<file path="config.mk">
export PLATFORM = sky130hd
export DESIGN_NAME = wdt_steer
export DESIGN_NICKNAME = d
export VERILOG_FILES = /design/src/rtl/wdt_steer_pkg.sv /design/src/rtl/wdt_tmo_decode.sv /design/src/rtl/wdt_countdown.sv /design/src/rtl/wdt_expiry_steer.sv /design/src/rtl/wdt_steer.sv
export SDC_FILE = /design/constraint.sdc
export NUM_CORES = 1
export LEC_CHECK = 0
export ABC_AREA = 1
export BUFFER_PORTS_ARGS = -buffer_cell sky130_fd_sc_hd__buf_2
export CORE_AREA = 4 4 45 87
export DETAILED_ROUTE_END_ITERATION = 8
export DIE_AREA = 0 0 49 91
export PLACE_DENSITY_LB_ADDON = 0.15
export SLEW_MARGIN = 20
export SYNTH_ARGS = -nofsm -noshare
export SYNTH_HDL_FRONTEND = slang
export SYNTH_HIERARCHICAL = 1
export SYNTH_SLANG_ARGS = --single-unit
export TNS_END_PERCENT = 20
</file>
<file path="constraint.sdc">
create_clock -name clk -period 1.5 [get_ports clk]
set_input_delay 0.075 -clock clk [delete_from_list [all_inputs] [get_ports clk]]
set_output_delay 0.075 -clock clk [all_outputs]
set_load 0.03 [all_outputs]
</file>
<file path="src/rtl/wdt_steer_pkg.sv">
package wdt_steer_pkg;

   // Outcome of a countdown reaching zero
   typedef enum logic [1:0] {
      EXP_NONE = 2'd0,
      EXP_IRQ  = 2'd1,
      EXP_RST  = 2'd2
   } exp_kind_e;

   // Counter width needed for the largest multiplier times the largest scale
   function automatic int unsigned cnt_width(input int unsigned mult_w,
                                             input int unsigned res_w,
                                             input int unsigned res_step);
      return mult_w + res_step * ((1 << res_w) - 1);
   endfunction

endpackage

</file>
<file path="src/rtl/wdt_tmo_decode.sv">
module wdt_tmo_decode
   import wdt_steer_pkg::*;
#(
   parameter int unsigned CFG_W    = 8,
   parameter int unsigned MULT_W   = 5,
   parameter int unsigned MULT_LSB = 2,
   parameter int unsigned RES_W    = 2,
   parameter int unsigned RES_LSB  = 0,
   parameter int unsigned RES_STEP = 2,
   parameter int unsigned CNT_W    = cnt_width(MULT_W, RES_W, RES_STEP),
   parameter bit          USE_MULT = 1'b0
) (
   input  logic [CFG_W-1:0] cfg_i,
   output logic [CNT_W-1:0] ticks_o
);

   localparam int unsigned PAD_W = CNT_W - MULT_W;

   logic [MULT_W-1:0] mult;
   logic [RES_W-1:0]  res;
   logic [CNT_W-1:0]  mult_ext;

   assign mult     = cfg_i[MULT_LSB +: MULT_W];
   assign res      = cfg_i[RES_LSB +: RES_W];
   assign mult_ext = {{PAD_W{1'b0}}, mult};

   generate
      if (USE_MULT) begin : g_mult
         logic [CNT_W-1:0] scale;
         always_comb begin
            scale = '0;
            scale[RES_STEP * res] = 1'b1;
         end
         assign ticks_o = CNT_W'(mult_ext * scale);
      end else begin : g_shift
         assign ticks_o = mult_ext << (RES_STEP * res);
      end
   endgenerate

endmodule

</file>
<file path="src/rtl/wdt_countdown.sv">
module wdt_countdown #(
   parameter int unsigned CNT_W = 11
) (
   input  logic             clk,
   input  logic             rst_n,
   input  logic             load_i,
   input  logic [CNT_W-1:0] load_val_i,
   input  logic             tick_i,
   output logic             expire_o
);

   localparam logic [CNT_W-1:0] ONE = CNT_W'(1);

   logic [CNT_W-1:0] cnt_q;

   // A load in the same cycle takes priority over the final tick
   assign expire_o = tick_i && !load_i && (cnt_q == ONE);

   always_ff @(posedge clk or negedge rst_n) begin
      if (!rst_n) begin
         cnt_q <= '0;
      end else if (load_i) begin
         cnt_q <= load_val_i;
      end else if (tick_i && (cnt_q != '0)) begin
         cnt_q <= cnt_q - ONE;
      end
   end

endmodule

</file>
<file path="src/rtl/wdt_expiry_steer.sv">
module wdt_expiry_steer
   import wdt_steer_pkg::*;
(
   input  logic clk,
   input  logic rst_n,
   input  logic expire_i,
   input  logic steer_rst_i,
   input  logic restart_i,
   output logic flag_o,
   output logic rst_req_o,
   output logic ctl_clr_o,
   output logic irq_o
);

   exp_kind_e kind;

   always_comb begin
      kind = EXP_NONE;
      if (expire_i) begin
         kind = steer_rst_i ? EXP_RST : EXP_IRQ;
      end
   end

   always_ff @(posedge clk or negedge rst_n) begin
      if (!rst_n) begin
         flag_o    <= 1'b0;
         rst_req_o <= 1'b0;
         ctl_clr_o <= 1'b0;
         irq_o     <= 1'b0;
      end else begin
         rst_req_o <= (kind == EXP_RST);
         ctl_clr_o <= (kind == EXP_RST);
         irq_o     <= (kind == EXP_IRQ);
         if (restart_i) begin
            flag_o <= 1'b0;
         end else if (kind != EXP_NONE) begin
            flag_o <= 1'b1;
         end
      end
   end

endmodule

</file>
<file path="src/rtl/wdt_steer.sv">
module wdt_steer
   import wdt_steer_pkg::*;
#(
   parameter int unsigned CFG_W     = 8,
   parameter int unsigned MULT_W    = 5,
   parameter int unsigned MULT_LSB  = 2,
   parameter int unsigned RES_W     = 2,
   parameter int unsigned RES_LSB   = 0,
   parameter int unsigned RES_STEP  = 2,
   parameter int unsigned STEER_BIT = 7,
   parameter bit          USE_MULT  = 1'b0
) (
   input  logic             clk,
   input  logic             rst_n,
   input  logic             cfg_we,
   input  logic [CFG_W-1:0] cfg_wdata,
   input  logic             kick_i,
   input  logic             tick_i,
   output logic [CFG_W-1:0] cfg_q_o,
   output logic             flag_o,
   output logic             rst_req_o,
   output logic             ctl_clr_o,
   output logic             irq_o
);

   localparam int unsigned CNT_W = cnt_width(MULT_W, RES_W, RES_STEP);

   // Elaboration-time parameter checks
   generate
      if (RES_LSB + RES_W > MULT_LSB) begin : g_bad_res
         $error("resolution field overlaps multiplier field");
      end
      if (MULT_LSB + MULT_W > STEER_BIT) begin : g_bad_mult
         $error("multiplier field overlaps steering bit");
      end
      if (STEER_BIT >= CFG_W) begin : g_bad_steer
         $error("steering bit outside configuration byte");
      end
      if (CNT_W > 31) begin : g_bad_cnt
         $error("counter width too large");
      end
   endgenerate

   logic [CFG_W-1:0] cfg_q;
   logic [CFG_W-1:0] cfg_src;
   logic [CNT_W-1:0] load_val;
   logic             restart;
   logic             expire;

   assign restart = cfg_we || kick_i;
   assign cfg_src = cfg_we ? cfg_wdata : cfg_q;

   wdt_tmo_decode #(
      .CFG_W    (CFG_W),
      .MULT_W   (MULT_W),
      .MULT_LSB (MULT_LSB),
      .RES_W    (RES_W),
      .RES_LSB  (RES_LSB),
      .RES_STEP (RES_STEP),
      .CNT_W    (CNT_W),
      .USE_MULT (USE_MULT)
   ) u_decode (
      .cfg_i   (cfg_src),
      .ticks_o (load_val)
   );

   wdt_countdown #(
      .CNT_W (CNT_W)
   ) u_count (
      .clk        (clk),
      .rst_n      (rst_n),
      .load_i     (restart),
      .load_val_i (load_val),
      .tick_i     (tick_i),
      .expire_o   (expire)
   );

   wdt_expiry_steer u_steer (
      .clk         (clk),
      .rst_n       (rst_n),
      .expire_i    (expire),
      .steer_rst_i (cfg_q[STEER_BIT]),
      .restart_i   (restart),
      .flag_o      (flag_o),
      .rst_req_o   (rst_req_o),
      .ctl_clr_o   (ctl_clr_o),
      .irq_o       (irq_o)
   );

   // Configuration byte: written by software, wiped by a reset-steered expiry
   always_ff @(posedge clk or negedge rst_n) begin
      if (!rst_n) begin
         cfg_q <= '0;
      end else if (cfg_we) begin
         cfg_q <= cfg_wdata;
      end else if (expire && cfg_q[STEER_BIT]) begin
         cfg_q <= '0;
      end
   end

   assign cfg_q_o = cfg_q;

endmodule

</file>
======== Word level (Yosys, flattened, before mapping) ========
Cells that the tools add are included.
operators by class
  add/subtract/negate cells ............... 1
  $mul .................................... 0
  div/mod/pow operators ................... 0
  $lt $le $gt $ge ......................... 0
  equality and inequality tests ........... 3
  shift-type cells ........................ 1
  multiplexer cells ....................... 9
  bitwise logic cells ..................... 0
  reductions and logical operators ........ 11
operators by type and width
  cell                                                number
  two-way mux 11 bit                                  2
  two-way mux 8 bit                                   2
  == test 11 x 1 -> 1 bit, second input constant      1
  nonzero test 11 bit                                 1
  left shift 5 x 3 -> 11 bit                          1
  subtractor 11 x 1 -> 11 bit, second input constant  1
  nonzero test 2 bit                                  4
  two-way mux 7 bit                                   1
  logical AND 1 bit                                   4
  two-way mux 2 bit                                   2
  == test 2 x 1 -> 1 bit, second input constant       1
  == test 2 bit, second input constant                1
  two-way mux 1 bit                                   2
  logical NOT 1 bit                                   1
  logical OR 1 bit                                    1
word-level totals
  register bits after elaboration ......... 22
  latch bits .............................. 0
  RAM bits ................................ 0
  bits in read-only memories .............. 0
  bits of input ports ..................... 13
  output and inout port bits .............. 12
  word-level logic and storage cells ...... 30
  memories kept ........................... 0

======== Longest topological paths before layout ========
Gate-level depths: netlist of the first run.
  word-level depth ........................ 8
  mapped depth ............................ 14
  depth with buffers taken out ............ 11

======== Cells and area by module ========
The synthesis of the first run kept the hierarchy.
by module, submodules not included
  module            instances  cells each  area an instance (um^2)
  wdt_countdown     1          124         839.6
  wdt_steer         1          53          430.4
  wdt_tmo_decode    1          33          188.9
  wdt_expiry_steer  1          10          105.1

======== Least setup slack after synthesis of the first run ========
OpenSTA, ideal clock, no wires.
  path kind ............................... input port to flip-flop
  start ................................... input port cfg_we
  end ..................................... register cfg_q[7] (netlist: cfg_q_o[7])
  library setup time ...................... 0.119 ns
  arrival ................................. 1.593 ns
  data required time ...................... 1.381 ns
  slack ................................... -0.213 ns
  cell stages on the path ................. 10
  buffers on the path ..................... 1
  cell sequence ........................... buf_6 > or2_1 > inv_1 > nand2_1 > inv_1 > nand3_1 > nor4_1 > nand2_2 > nand3_1 > nand2_1
on the way
  word-level cells in the longest chain between the ends .. 6
  elaborated cells on any way between the ends .. 7
ends and longest elaborated chain
  what                             RTL line             RTL
  from (decl)                      wdt_steer.sv:15      input logic cfg_we,
  logical OR 1 bit                 wdt_steer.sv:50      assign restart = cfg_we || kick_i;
  via restart                      wdt_steer.sv:47      logic restart;
  logical NOT 1 bit                wdt_countdown.sv:17  assign expire_o = tick_i && !load_i && (cnt_q == ONE);
  logical AND 1 bit (2 in series)  wdt_countdown.sv:17
  via expire                       wdt_steer.sv:48      logic expire;
  logical AND 1 bit                wdt_steer.sv:96      end else if (expire && cfg_q[STEER_BIT]) begin
  nonzero test 2 bit (no line)     n/a
  to (signal assigned)             wdt_steer.sv:95      cfg_q <= cfg_wdata;
  to (decl)                        wdt_steer.sv:44      logic [CFG_W-1:0] cfg_q;
The timed path passes the listed nets, and every way through them passes these cells.
A chain may end at the register's enable or synchronous reset.

======== Final worst setup path of the first run ========
  start ................................... register u_count.cnt_q[1]
  end ..................................... register cfg_q[3] (netlist: cfg_q_o[3])
on the way
  word-level cells in the longest chain between the ends .. 4
ends and longest elaborated chain
  what                          RTL line             RTL
  from (decl)                   wdt_countdown.sv:14  logic [CNT_W-1:0] cnt_q;
  from (signal assigned)        wdt_countdown.sv:23  cnt_q <= load_val_i;
  from (signal assigned)        wdt_countdown.sv:25  cnt_q <= cnt_q - ONE;
  == test 11 x 1 -> 1 bit       wdt_countdown.sv:17
  logical AND 1 bit             wdt_countdown.sv:17
  via expire                    wdt_steer.sv:48
  logical AND 1 bit             wdt_steer.sv:96
  nonzero test 2 bit (no line)  n/a
The timed path passes the listed nets, and every way through them passes these cells.

==> results of run 1 <==
## final cells by class
class,count,area [um^2]
fill,329,1280
multi-input combinational,165,868
sequential,22,551
timing repair buffer,43,290
inverter,24,105
clock buffer,4,55.1
tap,31,38.8
## metal layers
layer  vias up  share of wire, %  wire length [um]
li1        769                 -                 -
met1       681                36              1320
met2        32                58              2090
met3        10               2.9               105
met4         0               3.0               110
met5         -                 0                 0
## where the power goes
part | total, mW | internal, mW | leakage (nW) | switching, mW
registers | 0.728 | 0.658 | 0.282 | 0.0700
logic | 0.771 | 0.310 | 0.743 | 0.461
clock network | 0.425 | 0.234 | 0.0288 | 0.191
## cell usage in the layout (no fill, tap or decap), types with 3 or more instances in the layout
cell type	count
nand2_1	78
nand3_1	31
buf_2	24
dfrtp_1	22
buf_4	16
inv_1	16
nor2_1	12
nand2_4	6
nand2_2	5
nand3_2	5
inv_2	5
o21ai_0	5
clkbuf_8	4
nor2_2	4
nor2_4	3
xnor2_1	3
## registers in the layout (all words and copies together) (netlist names)
| register | flops |
|---|---|
| u_count/cnt_q | 11 |
| u_steer/flag_o | 1 |
| u_steer/ctl_clr_o | 1 |
| cfg_q_o | 8 |
| u_steer/irq_o | 1 |
## final timing paths
kind	startpoint	to	slack, ns	cells after the start
worst min-delay path	cfg_wdata[7]	cfg_q_o[7]$_DFFE_PN0P_	0.02	3
max in group asynchronous	rst_n	u_count/cnt_q[8]$_DFFE_PN0P_	0.85	2
worst max-delay path	u_count/cnt_q[1]$_DFFE_PN0P_	cfg_q_o[3]$_DFFE_PN0P_	0.01	7
worst min register to register	u_steer/flag_o$_DFFE_PN0P_	u_steer/flag_o$_DFFE_PN0P_	0.51	2
min in group asynchronous	rst_n	u_count/cnt_q[10]$_DFFE_PN0P_	0.30	2
worst max register to register	u_count/cnt_q[1]$_DFFE_PN0P_	cfg_q_o[3]$_DFFE_PN0P_	0.01	7
## timing repair
item,4_1_cts,5_1_grt
buffers inserted,0,3
endpoints found under the hold margin,22,0
gates resized for setup,0,8
hold buffers,1,0
endpoints found under the setup margin,0,19
## per-stage QoR
step                utilization, %  instances  setup TNS, ns  setup slack [ns]  total power [mW]
global placement              56.3        281              0            0.0441              1.48
finish                        59.8        289              0            0.0142              1.92
global route                  59.8        289         -0.641           -0.0714              2.08
detailed placement            56.3        281              0            0.0439              1.48
CTS                           58.3        286              0            0.0190              1.91
floorplan                        -        218              0            0.0349              1.26
## tightest hold or removal path, cell delays in order
cell	delay, ns
buf_2	0.08
nand2_1	0.05
nand2_1	0.06
==> flow_metrics.env, run 1 <==
export IMPL_num_rows=29
export IMPL_clk_pin_slew_ns=0.08
export IMPL_drive_gt1_share_pct=31.8
export IMPL_irDropWorstVdd_v=0.000755
export IMPL_cts_root_buf="clkbuf_8"
export IMPL_grt_total_usage_pct=18.1
export IMPL_cap_violations=0
export IMPL_max_freq_mhz=673
export IMPL_finish_instance_area_mm2=0.00191
export IMPL_antenna_cells=0
export IMPL_grt_pass1_wl_um=6490
export IMPL_grt_max_degree=23
export IMPL_clk_latency_ns=0.26
export IMPL_drc=0
export IMPL_core_area_mm2=0.00319
export IMPL_slew_violations=0
export IMPL_io_pin_count=25
export IMPL_busiest_layer="met2"
export IMPL_setup_viol=0
export IMPL_yosys_warnings=6
export IMPL_wire_per_inst_um=12.6
export IMPL_syn_instance_count=218
export IMPL_hold_violations=0
export IMPL_syn_nets=233
export IMPL_worst_pin_slew_ns=0.504
export IMPL_cp_common_cell="nand3_2"
export IMPL_initial_core_util_pct=48.7
export IMPL_holdWs_ns=0.0238
export IMPL_period_share_pct=99.1
export IMPL_clock_path_buffers=2
export IMPL_cp_max_fo=8
export IMPL_power_leakage_nw=1.05
export IMPL_grtUsageMet2_pct=36.4
export IMPL_drt_total_wl_um=3630
export IMPL_min_period_ns=1.49
export IMPL_grt_ovfl_total=0
export IMPL_die_area_mm2=0.00446
export IMPL_status="finished, final reports clean"
export IMPL_slowest_stage="dfrtp_1"
export IMPL_cts_sinks=22
export IMPL_path_cells="inv_2 -> ha_1 -> nand3_2 -> nor4_4 -> nand2_4 -> nand3_2 -> nand2_1"
export IMPL_rsz0062_at_grt="true"
export IMPL_crit_family="simple AND/OR/NAND/NOR gates"
export IMPL_start_kind="flip-flop"
export IMPL_vias=1492
export IMPL_critical_path_class="reg2reg"
export IMPL_die_w_um=49
export IMPL_syn_area_per_cell_um2=7.14
export IMPL_die_y_um=91
export IMPL_holdCritPathClass="in2reg"
export IMPL_power_density_mw_per_mm2=1010
export IMPL_cts_tree="done"
export IMPL_dp_hpwl_um=2960
export IMPL_place_area_mm2=0.00180
export IMPL_critical_path_arrival_ns=1.64
export IMPL_postRouteAntennaNets=0
export IMPL_relSlewSlack_pct=66.4
export IMPL_syn_area_mm2=0.00156
export IMPL_portBuffers=24
export IMPL_met3_usage_pct=1.64
export IMPL_cpPeakStageDelay_ns=0.39
export IMPL_drt_iter0_markers=20
export IMPL_grt_antenna_before_repair=0
export IMPL_routabilityCongestion=0.889
export IMPL_required_ns=1.66
export IMPL_setup_worst_path_end_class="flip-flop"
export IMPL_cts_buffers_inserted=3
export IMPL_grt_pass1_vias=1521
export IMPL_met1_usage_pct=17.5
export IMPL_first_pass_iters=5
export IMPL_h_tree_depth=1
export IMPL_syn_to_final_growth_pct=22.6
export IMPL_viasPerCell=5.16
export IMPL_nNetsFinal=274
export IMPL_finalClockSkew_ns=0.00163
export IMPL_cp_num_buf_inv=1
(Power assumes the default switching activity.)
==> run 2: changes to the inputs <==
==> constraint.sdc (replaced) <==
create_clock -name clk -period 1.5 [get_ports clk]
set_input_delay 0.075 -clock clk [delete_from_list [all_inputs] [get_ports clk]]
set_output_delay 0.075 -clock clk [all_outputs]
set_load 0.1 [all_outputs]
==> flow_metrics.env, run 2 (synthesized netlist as in run 1, its figures left out) <==
export IMPL_status="finished, final reports clean"
export IMPL_cpPeakStageDelay_ns=0.40
export IMPL_cts_sinks=22
export IMPL_finalNonFillerCells=284
export IMPL_first_pass_iters=4
export IMPL_antenna_cells=0
export IMPL_timing_setup_tns_ns=0
export IMPL_grt_pass1_vias=1495
export IMPL_holdWs_ns=0.0178
export IMPL_critical_path_arrival_ns=1.66
export IMPL_final_common_cell="nand2_1"
export IMPL_path_cells="inv_2 -> ha_4 -> nand3_4 -> nor4_4 -> nand2_4 -> nand3_2 -> nand2_1"
export IMPL_slowest_stage="dfrtp_1"
export IMPL_period_share_pct=99.7
export IMPL_postRouteAntennaNets=0
export IMPL_grt_total_usage_pct=17.9
export IMPL_viasPerCell=5.05
export IMPL_core_area_mm2=0.00319
export IMPL_num_rows=29
export IMPL_io_pin_count=25
export IMPL_max_freq_mhz=669
export IMPL_largest_register_ffs=11
export IMPL_p_total_mw=2.03
export IMPL_syn_to_final_growth_pct=22.9
export IMPL_grt_pass1_wl_um=6440
export IMPL_start_kind="flip-flop"
export IMPL_finish_instance_area_mm2=0.00191
export IMPL_irDropWorstVdd_v=0.000697
export IMPL_cp_max_fo=8
export IMPL_cap_violations=0
export IMPL_cts_root_buf="clkbuf_8"
export IMPL_drt_iter0_markers=50
export IMPL_dp_slack_ns=-0.0109
export IMPL_power_density_mw_per_mm2=1060
export IMPL_vias=1434
export IMPL_fin_ws_ns=0.00426
export IMPL_relSlewSlack_pct=65.2
export IMPL_clock_path_buffers=2
export IMPL_worst_pin_slew_ns=0.521
export IMPL_die_w_um=49
export IMPL_slew_violations=0
export IMPL_drc=0
export IMPL_nNetsFinal=269
export IMPL_max_flop_register="u_count/cnt_q"
export IMPL_crit_family="simple AND/OR/NAND/NOR gates"
export IMPL_portBuffers=24
export IMPL_grt_max_degree=23
export IMPL_cts_tree="done"
export IMPL_power_leakage_nw=1.02
export IMPL_die_y_um=91
export IMPL_setup_worst_path_end_class="flip-flop"
export IMPL_grt_ovfl_total=0
export IMPL_hold_violations=0
export IMPL_drive_gt1_share_pct=36.0
export IMPL_min_period_ns=1.50
export IMPL_grt_antenna_before_repair=0
export IMPL_layout_common_cells="nand2_1, nand3_1, buf_2, dfrtp_1, inv_1"
export IMPL_nFillCells=312
export IMPL_setup_viol=0
export IMPL_drt_total_wl_um=3820
export IMPL_routabilityCongestion=0.865
export IMPL_clk_pin_slew_ns=0.08
export IMPL_dp_hpwl_um=2990
export IMPL_die_area_mm2=0.00446
export IMPL_dp_cells=277
export IMPL_cp_num_buf_inv=1
export IMPL_required_ns=1.66
export IMPL_critical_path_class="reg2reg"
export IMPL_wire_per_inst_um=13.4
export IMPL_fin_util_pct=59.9
export IMPL_clk_latency_ns=0.27
export IMPL_holdCritPathClass="in2reg"
export IMPL_h_tree_depth=1
export IMPL_initial_core_util_pct=48.7
export IMPL_cts_buffers_inserted=3
export IMPL_rsz0062_at_grt="true"
export IMPL_place_area_mm2=0.00176
export IMPL_finalClockSkew_ns=0.00250
## run 2: cell types whose count changed in the layout (fill, tap and decap cells not counted), sizes merged
cell	change
buf	-5
## run 2: layout make-up
cell class / instances / area (um^2) / share of cell area (%)
Tap cell: 31 / 38.8 / 2.03
Sequential cell: 22 / 558 / 29.2
Timing Repair Buffer: 38 / 240 / 12.6
Inverter: 24 / 105 / 5.49
Multi-Input combinational cell: 165 / 916 / 47.9
Clock buffer: 4 / 55.1 / 2.88
## run 2: final timing paths
path | start | cells after the start | end | slack [ns]
worst min register to register | u_steer/flag_o$_DFFE_PN0P_ | 2 | u_steer/flag_o$_DFFE_PN0P_ | 0.51
worst min-delay path | cfg_wdata[7] | 3 | cfg_q_o[7]$_DFFE_PN0P_ | 0.02
worst max-delay path | u_count/cnt_q[1]$_DFFE_PN0P_ | 7 | cfg_q_o[5]$_DFFE_PN0P_ | 0.004
max in group asynchronous | rst_n | 2 | cfg_q_o[2]$_DFFE_PN0P_ | 0.80
worst max register to register | u_count/cnt_q[1]$_DFFE_PN0P_ | 7 | cfg_q_o[5]$_DFFE_PN0P_ | 0.004
min in group asynchronous | rst_n | 2 | u_count/cnt_q[6]$_DFFE_PN0P_ | 0.32
## run 2: power by group
part | internal (mW) | total, mW | switching (mW)
Combinational | 0.285 | 0.855 | 0.570
Clock | 0.234 | 0.439 | 0.204
Sequential | 0.661 | 0.734 | 0.0731
Total | 1.18 | 2.03 | 0.847
## run 2: worst min-delay path, stage by stage
cell and delay [ns]:
buf_2 0.07, nand2_1 0.05, nand2_2 0.05
## run 2: repair_timing
action / in CTS / in global routing
gates resized for setup: 1 / 14
endpoints found under the setup margin: 12 / 17
hold endpoints to repair: 22 / 0
setup buffers: 1 / 1
pin swaps: 3 / 4
hold buffers: 1 / 0
## run 2: metal layers
metal | share of wire, % | vias up | track usage, %
met3 | 2.5 | 6 | 2.13
met2 | 62 | 19 | 37.3
met1 | 34 | 656 | 16.4
met5 | 0 | - | 0
met4 | 1.8 | 0 | 6.52
li1 | - | 753 | -
==> run 3: changes to the inputs <==
ABC_AREA = default   (was 1)
CORE_AREA = 4 4 43 82   (was 4 4 45 87)
CTS_CLUSTER_SIZE = 16   (was default)
DIE_AREA = 0 0 47 86   (was 0 0 49 91)
==> flow_metrics.env, run 3 <==
export IMPL_status="finished, violations left"
export IMPL_violations="negative setup slack"
export IMPL_clk_pin_slew_ns=0.08
export IMPL_setup_viol=17
export IMPL_period_share_pct=124
export IMPL_power_density_mw_per_mm2=1070
export IMPL_viasPerCell=5.51
export IMPL_finalNonFillerCells=213
export IMPL_cp_common_cell="or4_4"
export IMPL_finish_instance_area_mm2=0.00176
export IMPL_critical_path_class="reg2reg"
export IMPL_first_pass_iters=4
export IMPL_slowest_stage="or4_4"
export IMPL_syn_instance_count=135
export IMPL_clock_path_buffers=2
export IMPL_relSlewSlack_pct=66.0
export IMPL_cts_root_buf="clkbuf_8"
export IMPL_clk_latency_ns=0.26
export IMPL_drive_gt1_share_pct=43.7
export IMPL_holdWs_ns=0.0436
export IMPL_grt_total_usage_pct=19.0
export IMPL_slew_violations=0
export IMPL_syn_area_mm2=0.00135
export IMPL_p_total_mw=1.89
export IMPL_largest_register_ffs=11
export IMPL_yosys_warnings=6
export IMPL_portBuffers=24
export IMPL_drc=0
export IMPL_antenna_cells=0
export IMPL_wire_per_inst_um=15.2
export IMPL_path_cells="or4_4 -> or4_4 -> a211oi_2 -> a21oi_1"
export IMPL_max_freq_mhz=539
export IMPL_final_common_cell="buf_4"
export IMPL_finalClockSkew_ns=0.00717
export IMPL_drt_total_wl_um=3240
export IMPL_worst_pin_slew_ns=0.510
export IMPL_h_tree_depth=1
export IMPL_holdCritPathClass="in2reg"
export IMPL_die_area_mm2=0.00404
export IMPL_fin_util_pct=59.9
export IMPL_start_kind="flip-flop"
export IMPL_cap_violations=0
export IMPL_cp_max_fo=3
export IMPL_rsz0062_at_grt="true"
export IMPL_cpPeakStageDelay_ns=0.57
export IMPL_dp_slack_ns=-0.359
export IMPL_routabilityCongestion=0.782
export IMPL_core_area_mm2=0.00294
export IMPL_grt_pass1_vias=1239
export IMPL_num_rows=28
export IMPL_post_cts_buffers=0
export IMPL_dp_cells=208
export IMPL_power_leakage_nw=0.852
export IMPL_cts_sinks=22
export IMPL_place_area_mm2=0.00167
export IMPL_cts_buffers_inserted=3
export IMPL_syn_nets=150
export IMPL_dp_hpwl_um=2560
export IMPL_min_period_ns=1.85
export IMPL_initial_core_util_pct=45.8
export IMPL_grt_max_degree=25
export IMPL_grt_antenna_before_repair=0
export IMPL_irDropWorstVdd_v=0.000929
export IMPL_critical_path_arrival_ns=2.00
export IMPL_hold_violations=0
export IMPL_fin_ws_ns=-0.354
export IMPL_syn_area_per_cell_um2=9.99
export IMPL_vias=1173
export IMPL_grt_pass1_wl_um=5690
export IMPL_max_flop_register="u_count/cnt_q"
export IMPL_die_w_um=47
export IMPL_postRouteAntennaNets=0
export IMPL_setup_worst_path_end_class="flip-flop"
export IMPL_cts_tree="done"
export IMPL_drt_iter0_markers=43
export IMPL_syn_to_final_growth_pct=30.8
export IMPL_layout_common_cells="buf_4, buf_2, dfrtp_1, nand2_1, a21oi_1"
export IMPL_required_ns=1.65
export IMPL_io_pin_count=25
export IMPL_nNetsFinal=199
export IMPL_grt_ovfl_total=0
export IMPL_die_y_um=86
export IMPL_timing_setup_tns_ns=-4.25
==> run 3: where the power goes <==
group	internal [mW]	switching [mW]	total [mW]
Sequential	0.653	0.0391	0.692
Combinational	0.315	0.455	0.770
Clock	0.234	0.189	0.423
==> run 3: path summary, 6_finish.rpt <==
kind                                         startpoint  slack [ns]  cells past startpoint                            to
hold / removal                             cfg_wdata[7]        0.04                      3        cfg_q_o[7]$_DFFE_PN0P_
hold reg to reg              u_steer/flag_o$_DFFE_PN0P_        0.50                      1    u_steer/flag_o$_DFFE_PN0P_
setup / recovery           u_count/cnt_q[3]$_DFFE_PN0P_       -0.35                      4  u_count/cnt_q[4]$_DFFE_PN0P_
min in group asynchronous                         rst_n        0.31                      2        cfg_q_o[4]$_DFFE_PN0P_
max in group asynchronous                         rst_n        0.81                      2        cfg_q_o[0]$_DFFE_PN0P_
setup reg to reg           u_count/cnt_q[3]$_DFFE_PN0P_       -0.35                      4  u_count/cnt_q[4]$_DFFE_PN0P_
==> run 3: cell type report <==
type,instances,area (um^2)
Multi-Input combinational cell,99,764
Timing Repair Buffer,51,329
Tap cell,30,37.5
Inverter,7,26.3
Fill cell,275,1180
Clock buffer,4,55.1
Sequential cell,22,552
==> run 3: worst max-delay path: cells and delay by family, from the launching register on <==
kind	cells	cell delay (ns)
DFF	1	0.38
AOI/OAI and AO/OA	2	0.25
and+or+nand+nor	2	1.10
==> run 3: what timing repair did <==
| item | CTS | global route |
|---|---|---|
| hold buffers | 1 | 0 |
| hold endpoints to repair | 22 | 0 |
| pin swaps | 3 | 3 |
| resized for setup | 3 | 8 |
| setup endpoints to repair | 20 | 22 |
==> run 3: layer usage <==
metal | up-vias | GRT usage [%] | wire [um]
met4 | 0 | 9.32 | 90
met1 | 558 | 21.1 | 1240
met3 | 6 | 1.47 | 91
met2 | 25 | 33.6 | 1830
li1 | 584 | - | -
met5 | - | 0 | 0
